## config.mk

```make
export PLATFORM = sky130hd
export DESIGN_NAME = conv_enc_half
export DESIGN_NICKNAME = d
export VERILOG_FILES = /design/src/rtl/conv_enc_pkg.sv /design/src/rtl/conv_shift.sv /design/src/rtl/conv_term.sv /design/src/rtl/conv_ser.sv /design/src/rtl/conv_enc_half.sv
export SDC_FILE = /design/constraint.sdc
export NUM_CORES = 1
export LEC_CHECK = 0
export CAP_MARGIN = 0
export CORE_MARGIN = 5
export CORE_UTILIZATION = 25
export CTS_CLUSTER_SIZE = 16
export DETAILED_ROUTE_END_ITERATION = 10
export PLACE_DENSITY = 0.48
export SLEW_MARGIN = 30
export SYNTH_ARGS = -nofsm -noshare
export SYNTH_HDL_FRONTEND = slang
export SYNTH_SLANG_ARGS = --single-unit
```

## constraint.sdc

```tcl
create_clock -name clk -period 1.8 [get_ports clk]
set_input_delay 0.36 -clock clk [delete_from_list [all_inputs] [get_ports clk]]
set_output_delay 0.36 -clock clk [all_outputs]
set_load 0.02 [all_outputs]
```

## src/rtl/conv_enc_pkg.sv

```systemverilog
`timescale 1ns/1ps
package conv_enc_pkg;
  localparam int unsigned WIN_MAX = 32;

  // Parity of a masked window; bit 0 of the window is the newest bit.
  function automatic logic tap_xor(input logic [WIN_MAX-1:0] win,
                                   input logic [WIN_MAX-1:0] mask);
    return ^(win & mask);
  endfunction
endpackage

```

## src/rtl/conv_shift.sv

```systemverilog
`timescale 1ns/1ps
module conv_shift #(
  parameter int unsigned MEM = 2,
  parameter logic [MEM:0] TAP_A = 3'b111,
  parameter logic [MEM:0] TAP_B = 3'b101
) (
  input  logic           clk,
  input  logic           rst_n,
  input  logic           step,
  input  logic           din,
  output logic           code_a,
  output logic           code_b,
  output logic [MEM-1:0] state
);
  import conv_enc_pkg::*;

  logic [MEM:0] win;

  assign win    = {state, din};
  assign code_a = tap_xor(WIN_MAX'(win), WIN_MAX'(TAP_A));
  assign code_b = tap_xor(WIN_MAX'(win), WIN_MAX'(TAP_B));

  always_ff @(posedge clk) begin
    if (!rst_n)    state <= '0;
    else if (step) state <= win[MEM-1:0];
  end

  AST_SHIFT_IN: assert property (@(posedge clk) disable iff (!rst_n)
    step |=> state[0] == $past(din));
  AST_HOLD_IDLE: assert property (@(posedge clk) disable iff (!rst_n)
    !step |=> $stable(state));
endmodule

```

## src/rtl/conv_term.sv

```systemverilog
`timescale 1ns/1ps
module conv_term #(
  parameter int unsigned MEM = 2
) (
  input  logic clk,
  input  logic rst_n,
  input  logic slot_free,
  input  logic flush_go,
  output logic tail_active,
  output logic tail_step,
  output logic last_step
);
  localparam int unsigned CW = $clog2(MEM + 1);
  localparam logic [CW-1:0] TAIL_INIT = CW'(MEM - 1);
  localparam bit ONE_TAIL = (MEM == 1);

  logic [CW-1:0] tail_left;

  assign tail_active = (tail_left != '0);
  assign tail_step   = slot_free && tail_active;
  assign last_step   = (flush_go && ONE_TAIL) ||
                       (tail_step && tail_left == CW'(1));

  always_ff @(posedge clk) begin
    if (!rst_n)                      tail_left <= '0;
    else if (flush_go && !ONE_TAIL)  tail_left <= TAIL_INIT;
    else if (tail_step)              tail_left <= tail_left - CW'(1);
  end

  AST_TAIL_RANGE: assert property (@(posedge clk) disable iff (!rst_n)
    tail_left <= TAIL_INIT);
  AST_TAIL_DRAIN: assert property (@(posedge clk) disable iff (!rst_n)
    (tail_step && tail_left == CW'(1)) |=> !tail_active);
endmodule

```

## src/rtl/conv_ser.sv

```systemverilog
`timescale 1ns/1ps
module conv_ser (
  input  logic clk,
  input  logic rst_n,
  input  logic load,
  input  logic a_in,
  input  logic b_in,
  input  logic eof_in,
  output logic ser_valid,
  output logic ser_bit,
  output logic ser_eof,
  output logic slot_free
);
  logic half_q;
  logic hold_bit_q;
  logic hold_eof_q;

  // A new pair may load while the second bit of the previous one shows.
  assign slot_free = !ser_valid || half_q;

  always_ff @(posedge clk) begin
    if (!rst_n) begin
      ser_valid  <= 1'b0;
      ser_bit    <= 1'b0;
      ser_eof    <= 1'b0;
      half_q     <= 1'b0;
      hold_bit_q <= 1'b0;
      hold_eof_q <= 1'b0;
    end else if (load) begin
      ser_valid  <= 1'b1;
      ser_bit    <= a_in;
      ser_eof    <= 1'b0;
      half_q     <= 1'b0;
      hold_bit_q <= b_in;
      hold_eof_q <= eof_in;
    end else if (ser_valid && !half_q) begin
      ser_bit <= hold_bit_q;
      ser_eof <= hold_eof_q;
      half_q  <= 1'b1;
    end else begin
      ser_valid <= 1'b0;
      ser_eof   <= 1'b0;
      half_q    <= 1'b0;
    end
  end

  AST_NO_OVERRUN: assert property (@(posedge clk) disable iff (!rst_n)
    load |-> slot_free);
  AST_SECOND_FOLLOWS: assert property (@(posedge clk) disable iff (!rst_n)
    (ser_valid && !half_q) |=> (ser_valid && half_q));
endmodule

```

## src/rtl/conv_enc_half.sv

```systemverilog
`timescale 1ns/1ps
module conv_enc_half #(
  parameter int unsigned MEM = 2,
  parameter logic [MEM:0] TAP_A = 3'b111,
  parameter logic [MEM:0] TAP_B = 3'b101
) (
  input  logic clk,
  input  logic rst_n,
  input  logic in_valid,
  input  logic in_bit,
  input  logic flush,
  output logic in_ready,
  output logic pair_valid,
  output logic pair_a,
  output logic pair_b,
  output logic pair_eof,
  output logic ser_valid,
  output logic ser_bit,
  output logic ser_eof
);
  logic           slot_free;
  logic           tail_active;
  logic           tail_step;
  logic           last_step;
  logic           data_go;
  logic           flush_go;
  logic           step;
  logic           din;
  logic           code_a;
  logic           code_b;
  logic [MEM-1:0] state;

  assign in_ready = slot_free && !tail_active;
  assign flush_go = in_ready && flush;
  assign data_go  = in_ready && in_valid && !flush;
  assign step     = data_go || flush_go || tail_step;
  assign din      = data_go ? in_bit : 1'b0;

  conv_shift #(.MEM(MEM), .TAP_A(TAP_A), .TAP_B(TAP_B)) u_shift (
    .clk(clk), .rst_n(rst_n), .step(step), .din(din),
    .code_a(code_a), .code_b(code_b), .state(state)
  );

  conv_term #(.MEM(MEM)) u_term (
    .clk(clk), .rst_n(rst_n), .slot_free(slot_free), .flush_go(flush_go),
    .tail_active(tail_active), .tail_step(tail_step), .last_step(last_step)
  );

  conv_ser u_ser (
    .clk(clk), .rst_n(rst_n), .load(step), .a_in(code_a), .b_in(code_b),
    .eof_in(last_step), .ser_valid(ser_valid), .ser_bit(ser_bit),
    .ser_eof(ser_eof), .slot_free(slot_free)
  );

  always_ff @(posedge clk) begin
    if (!rst_n) begin
      pair_valid <= 1'b0;
      pair_a     <= 1'b0;
      pair_b     <= 1'b0;
      pair_eof   <= 1'b0;
    end else begin
      pair_valid <= step;
      if (step) begin
        pair_a   <= code_a;
        pair_b   <= code_b;
        pair_eof <= last_step;
      end
    end
  end

  AST_PAIR_SER_ALIGN: assert property (@(posedge clk) disable iff (!rst_n)
    pair_valid |-> (ser_valid && ser_bit == pair_a && !ser_eof));
  AST_PAIR_RATE: assert property (@(posedge clk) disable iff (!rst_n)
    pair_valid |=> !pair_valid);
  AST_EOF_ZERO_STATE: assert property (@(posedge clk) disable iff (!rst_n)
    (pair_valid && pair_eof) |-> (state == '0));
  AST_READY_AFTER_STEP: assert property (@(posedge clk) disable iff (!rst_n)
    step |=> !in_ready);
endmodule

```

==> out/qor.yml, run 1 <==
timing:
  clock.fmax_mhz: 588
  finalMaxSlewViolations: 0
  tightest_slew_ns: 0.215
  setup_slack_ns: 0.0996
  finalCritPeriodShare_pct: 94.5
  setup-violations-final: 0
  clock_skew_ns: 0.00582
  max_slew_margin_pct: 85.6
  fin_setup_tns_ns: 0
  rsz0062_at_grt: "no"
  finalHoldViolations: 0
  min_period_ns: 1.70
cts:
  clockBufferDepth: 2
  clkTransAtPathRegs_ns: 0.07
  clk_latency_ns: 0.27
  cts_max_level: 1
  cts_tree: "built"
  numCtsBuffers: 3
  cts.sink_count: 12
  cts_setup_buffers: 0
  cts-root-buf: "clkbuf_4"
finish:
  syn_to_final_growth_pct: 38.1
  final_common_cell: "dfxtp_1"
  antenna_cells: 0
  drive_gt1_share_pct: 16.2
  layout_common_cells: "dfxtp_1, clkdlybuf4s50_1, o21ai_1, a21oi_1, buf_4"
  nNetsFinal: 83
place:
  place.gp.congestion: 0.742
  port_buffers: 12
  place_ws_ns: 0.117
worst_setup_path:
  crit-reg2reg-launch: "u_term.tail_left[0]"
  rr_endpoint: "u_ser.ser_bit"
  reg2reg_slack_ns: 0.33
  crit_fanout: 3
  cp.arrival_ns: 1.34
  slowest_stage: "dfxtp_1"
  crit_family: "buffers and inverters"
  path_depth: 4
  rr_worst_depth: 7
  worst-path-buf-inv: 2
  startpoint: "u_term.tail_left[0]"
  critPathCapture: "in_ready"
  cp-end-kind: "primary output"
  crit_chain: "inv_1 -> ha_1 -> and2_2 -> clkdlybuf4s15_1"
  max_stage_delay_ns: 0.33
  crit_type: "flip-flop to primary output"
  required_ns: 1.44
  startpoint_type: "flip-flop"
yosys:
  yosys.cell_types.count: 27
  ys_seq_elements: 12
  syn-instance-count: 56
  yosys_warnings: 0
  ys_seq_area_share_pct: 44.9
  postSynthAreaPerCell_sq_um: 9.56
  synth_fp_nets: 63
  syn-cell-area_sq_um: 536
route:
  post_drt_wl_per_cell_microns: 12.2
  drc: 0
  dr.pass1.iters: 2
  vias: 464
  via_per_inst: 4.59
  ant_nets: 0
  dr.first_iter.drc_count: 4
  routed_wirelength_mm: 1.24
power_and_ir_drop:
  seqPwrFrac_pct: 47.1
  internal-power_uw: 451
  peakVddDrop_uv: 418
  power.leakage_nw: 0.285
  comb_power_share_pct: 27.8
  switching_share_pct: 28.6
  switchingPower_uw: 181
  p_clk_share_pct: 25.1
  power.density_nw_per_um2: 854
job:
  drv_cap: 0
die:
  fp.coreArea_sq_um: 2000
  die_y_microns: 56.3
  die_x_microns: 56.3
  num_io_pins: 13
  start_util_pct: 26.8
  rows: 16
  die_area_sq_um: 3170
grt:
  track_usage_pct: 8.58
  grt_pass1_wl_mm: 2.06
  antenna_found_initial: 0
  grt_overflow: 0
  grt_max_degree: 11
  grt_pass1_vias: 434
outcome:
  status: "finished, final reports clean"
worst_hold_path:
  min_path_type: "flip-flop to flip-flop"
-- worst min-delay path: cells and delay by family, from the launching register on --
family | cells | cell delay [ns]
AOI/OAI and AO/OA | 1 | 0.06
and+or+nand+nor | 1 | 0.05
DFF | 1 | 0.31
-- logic make-up (layout without fill, tap and decap cells) --
kind of cell,after synthesis,count (layout),share of synthesized area [%]
and+or+nand+nor,17,17,21.7
DFF,12,12,44.9
adders and majority gates,2,2,4.67
AOI/OAI and AO/OA,17,17,20.8
buffers and inverters,6,24,4.67
xor gates and xnor gates,2,2,3.27
-- cell usage after synthesis (all sizes together) --
| library cell | count | share of area [%] |
|---|---|---|
| or3 | 1 | 1.2 |
| o21a | 1 | 1.4 |
| nand3b | 1 | 1.4 |
| nand2b | 2 | 2.3 |
| and4b | 1 | 1.9 |
| nor2 | 2 | 1.4 |
| dfxtp | 12 | 45 |
| nor2b | 2 | 2.3 |
| or3b | 1 | 2.1 |
| o221a | 1 | 2.1 |
| nor3b | 1 | 2.3 |
| o21ai | 6 | 5.6 |
| and2 | 1 | 1.4 |
| a41oi | 1 | 1.6 |
| nand2 | 1 | 0.70 |
| and3 | 1 | 1.2 |
| o211ai | 1 | 2.3 |
| a21oi | 5 | 4.7 |
| nand4b | 1 | 1.6 |
| xnor2 | 2 | 3.3 |
| ha | 2 | 4.7 |
| o311a | 1 | 1.9 |
| inv | 4 | 2.8 |
| buf | 2 | 1.9 |
| o22ai | 1 | 1.2 |
| nand3 | 2 | 1.9 |
-- final cells by class --
| class | instances | area [sq um] |
|---|---|---|
| Multi-Input combinational cell | 38 | 270 |
| Inverter | 4 | 15.0 |
| Clock buffer | 3 | 22.5 |
| Sequential cell | 12 | 240 |
| Tap cell | 27 | 33.8 |
| Timing Repair Buffer | 17 | 158 |
| Fill cell | 214 | 1260 |
-- metrics by stage --
stage / utilization, % / hold WS, ns / total power [mW] / cell area, sq um / std cells
4_1_cts: 36.9 / 0.474 / 0.643 / 738 / 101
6_report: 36.9 / 0.474 / 0.631 / 739 / 101
3_5_place_dp: 35.8 / 0.462 / 0.483 / 717 / 98
2_1_floorplan: - / 0.450 / 0.404 / 536 / 56
5_1_grt: 36.9 / 0.511 / 0.676 / 739 / 101
3_3_place_gp: 35.8 / 0.465 / 0.482 / 717 / 98
-- registers in the layout (all words and copies together), names as in the netlist --
signal            flops
u_ser.ser_valid       1
u_ser.ser_bit         1
u_term.tail_left      2
u_ser.hold_eof_q      1
u_ser.ser_eof         1
u_shift.state         2
u_ser.hold_bit_q      1
u_ser.half_q          1
pair_a                1
pair_valid            1
-- how the worst min path moves through the flow --
stage                             start                  end  slack [ns]  cells past startpoint
finish                           pair_a               pair_a        0.47                      2
global placement    u_term.tail_left[1]  u_term.tail_left[1]        0.47                      2
detailed placement               pair_a               pair_a        0.46                      2
floorplan           u_term.tail_left[1]  u_term.tail_left[1]        0.45                      2
global route                     pair_a               pair_a        0.51                      2
CTS                              pair_a               pair_a        0.47                      2
-- per-layer routing --
| metal | part of all wire [%] | GRT usage (%) | up-vias |
|---|---|---|---|
| met5 | 0 | 0 | - |
| met4 | 2.3 | 5.08 | 0 |
| met3 | 7.0 | 3.67 | 2 |
| met2 | 43 | 12.7 | 15 |
| met1 | 47 | 10.2 | 205 |
| li1 | - | - | 242 |
-- what timing repair did --
action / CTS / global route
gates resized for setup: 1 / 1
setup endpoints to repair: 1 / 1
gates cloned: 0 / 0
hold buffers: 0 / 0
-- power groups by stage --
stage	registers [mW]	logic [mW]	clock network [mW]
after global placement	0.304	0.178	0
final	0.297	0.176	0.159
after detailed placement	0.304	0.179	0
after CTS	0.298	0.177	0.168
after floorplan	0.315	0.0886	0
after global routing	0.300	0.192	0.184
No activity file was read; power rests on OpenSTA's default activity.
==> run 2: changes to the inputs <==
--- a/config.mk
+++ b/config.mk
@@ -10,7 +10,7 @@
 export CORE_UTILIZATION = 25
 export CTS_CLUSTER_SIZE = 16
 export DETAILED_ROUTE_END_ITERATION = 10
-export PLACE_DENSITY = 0.48
+export PLACE_DENSITY_LB_ADDON = 0.25
 export SLEW_MARGIN = 30
 export SYNTH_ARGS = -nofsm -noshare
 export SYNTH_HDL_FRONTEND = slang
==> run 2 against run 1 <==
Net effect: critical path depth is the same; fmax up 0.27%; clock skew decreased by 0.0052 ns; clock power increased by 38%; wire length down 6.5%; critical endpoint unchanged.
==> out/qor.yml, run 2 (synthesis gave the netlist of run 1 again) <==
route:
  drc: 0
  post_drt_wl_per_cell_microns: 11.3
  dr.pass1.iters: 2
  dr.first_iter.drc_count: 1
  via_per_inst: 4.47
  vias: 456
  routed_wirelength_mm: 1.16
  ant_nets: 0
finish:
  multi_input_area_sq_um: 270
  final_common_cell: "dfxtp_1"
  layout_common_cells: "dfxtp_1, clkdlybuf4s50_1, o21ai_1, a21oi_1, buf_4"
  drive_gt1_share_pct: 17.3
  fillers: 212
  antenna_cells: 0
  syn_to_final_growth_pct: 40.7
  regArea_sq_um: 240
  largest_registers: "u_shift.state (2), u_term.tail_left (2)"
  nNetsFinal: 83
grt:
  antenna_found_initial: 0
  grt_max_degree: 11
  met1_usage_pct: 9.13
  track_usage_pct: 7.68
  grt_pass1_vias: 451
  grt_overflow: 0
  grt_pass1_wl_mm: 1.93
  met3_usage_pct: 0.917
  busiest_layer: "met2"
  grt.met2_usage_pct: 12.4
die:
  num_io_pins: 13
  fp.coreArea_sq_um: 2000
  die_area_sq_um: 3170
  die_y_microns: 56.3
  start_util_pct: 26.8
  rows: 16
  die_x_microns: 56.3
cts:
  cts_tree: "built"
  cts_setup_buffers: 0
  numCtsBuffers: 3
  clkTransAtPathRegs_ns: 0.08
  clk_latency_ns: 0.28
  cts_max_level: 1
  cts-root-buf: "clkbuf_4"
  cts.sink_count: 12
  clockBufferDepth: 2
power_and_ir_drop:
  power.leakage_nw: 0.292
  power.density_nw_per_um2: 917
  peakVddDrop_uv: 328
timing:
  max_slew_margin_pct: 85.5
  finalHoldViolations: 0
  clock.fmax_mhz: 590
  tightest_slew_ns: 0.217
  fin_setup_tns_ns: 0
  setup-violations-final: 0
  finalMaxSlewViolations: 0
  min_period_ns: 1.70
  rsz0062_at_grt: "no"
  clock_skew_ns: 0.000569
  finalCritPeriodShare_pct: 94.2
  setup_slack_ns: 0.104
worst_hold_path:
  min_path_type: "flip-flop to flip-flop"
place:
  place_ws_ns: 0.117
  place.gp.congestion: 0.757
  dp_hpwl_microns: 900
  port_buffers: 12
worst_setup_path:
  startpoint_type: "flip-flop"
  cp-end-kind: "primary output"
  cp.arrival_ns: 1.34
  required_ns: 1.44
  crit_type: "flip-flop to primary output"
  crit_fanout: 3
outcome:
  status: "finished, final reports clean"
job:
  drv_cap: 0
## run 2: changes by cell type in the layout (fill, tap and decap cells not counted), sizes merged
cell	previous run	this run
clkbuf	3	4
## run 2: power by group
part | leakage [nW] | total [mW] | internal, mW | switching [mW]
Combinational | 0.173 | 0.173 | 0.0874 | 0.0855
Clock | 0.0210 | 0.220 | 0.123 | 0.0973
Sequential | 0.0984 | 0.298 | 0.286 | 0.0121
Total | 0.292 | 0.691 | 0.496 | 0.195
## run 2: worst max-delay path, cell delays in order, from the launching register on
cell and delay, ns:
dfxtp_1 0.35, inv_1 0.07, ha_1 0.20, and2_2 0.16, clkdlybuf4s15_1 0.28
## run 2: final timing paths
kind / end / slack, ns / startpoint / cells past startpoint
max: in_ready / 0.10 / u_term.tail_left[0] / 4
min: pair_a / 0.48 / pair_a / 2
max reg2reg: u_ser.ser_bit / 0.32 / u_term.tail_left[0] / 7
min reg2reg: pair_a / 0.48 / pair_a / 2
## run 2: what timing repair did
action / CTS / global route
endpoints found under the hold margin: 0 / 0
setup endpoints to repair: 1 / 1
hold buffers: 0 / 0
pin swaps: 0 / 0
gates resized for setup: 1 / 1
## run 2: final cells by class
type                    instances  share of cell area, %
well taps                      27                   4.49
flip-flops and latches         12                   31.9
multi-input cells              38                   35.9
inverters                       4                   1.99
repair buffers                 17                   20.9
clock buffers                   4                   4.82
## run 2: metal layers
metal,vias to the layer above,share of wire [%]
li1,238,-
met3,2,4.6
met1,206,45
met2,10,48
met5,-,0
met4,0,2.5
## run 2: stage by stage
step / std cells / util, % / power, mW / hold slack (ns) / area, sq um
after floorplan: 56 / - / 0.404 / 0.450 / 536
after detailed placement: 98 / 35.8 / 0.480 / 0.471 / 717
after global routing: 102 / 37.6 / 0.734 / 0.506 / 753
after global placement: 98 / 35.8 / 0.479 / 0.462 / 717
after CTS: 102 / 37.6 / 0.703 / 0.485 / 752
final: 102 / 37.6 / 0.691 / 0.479 / 753
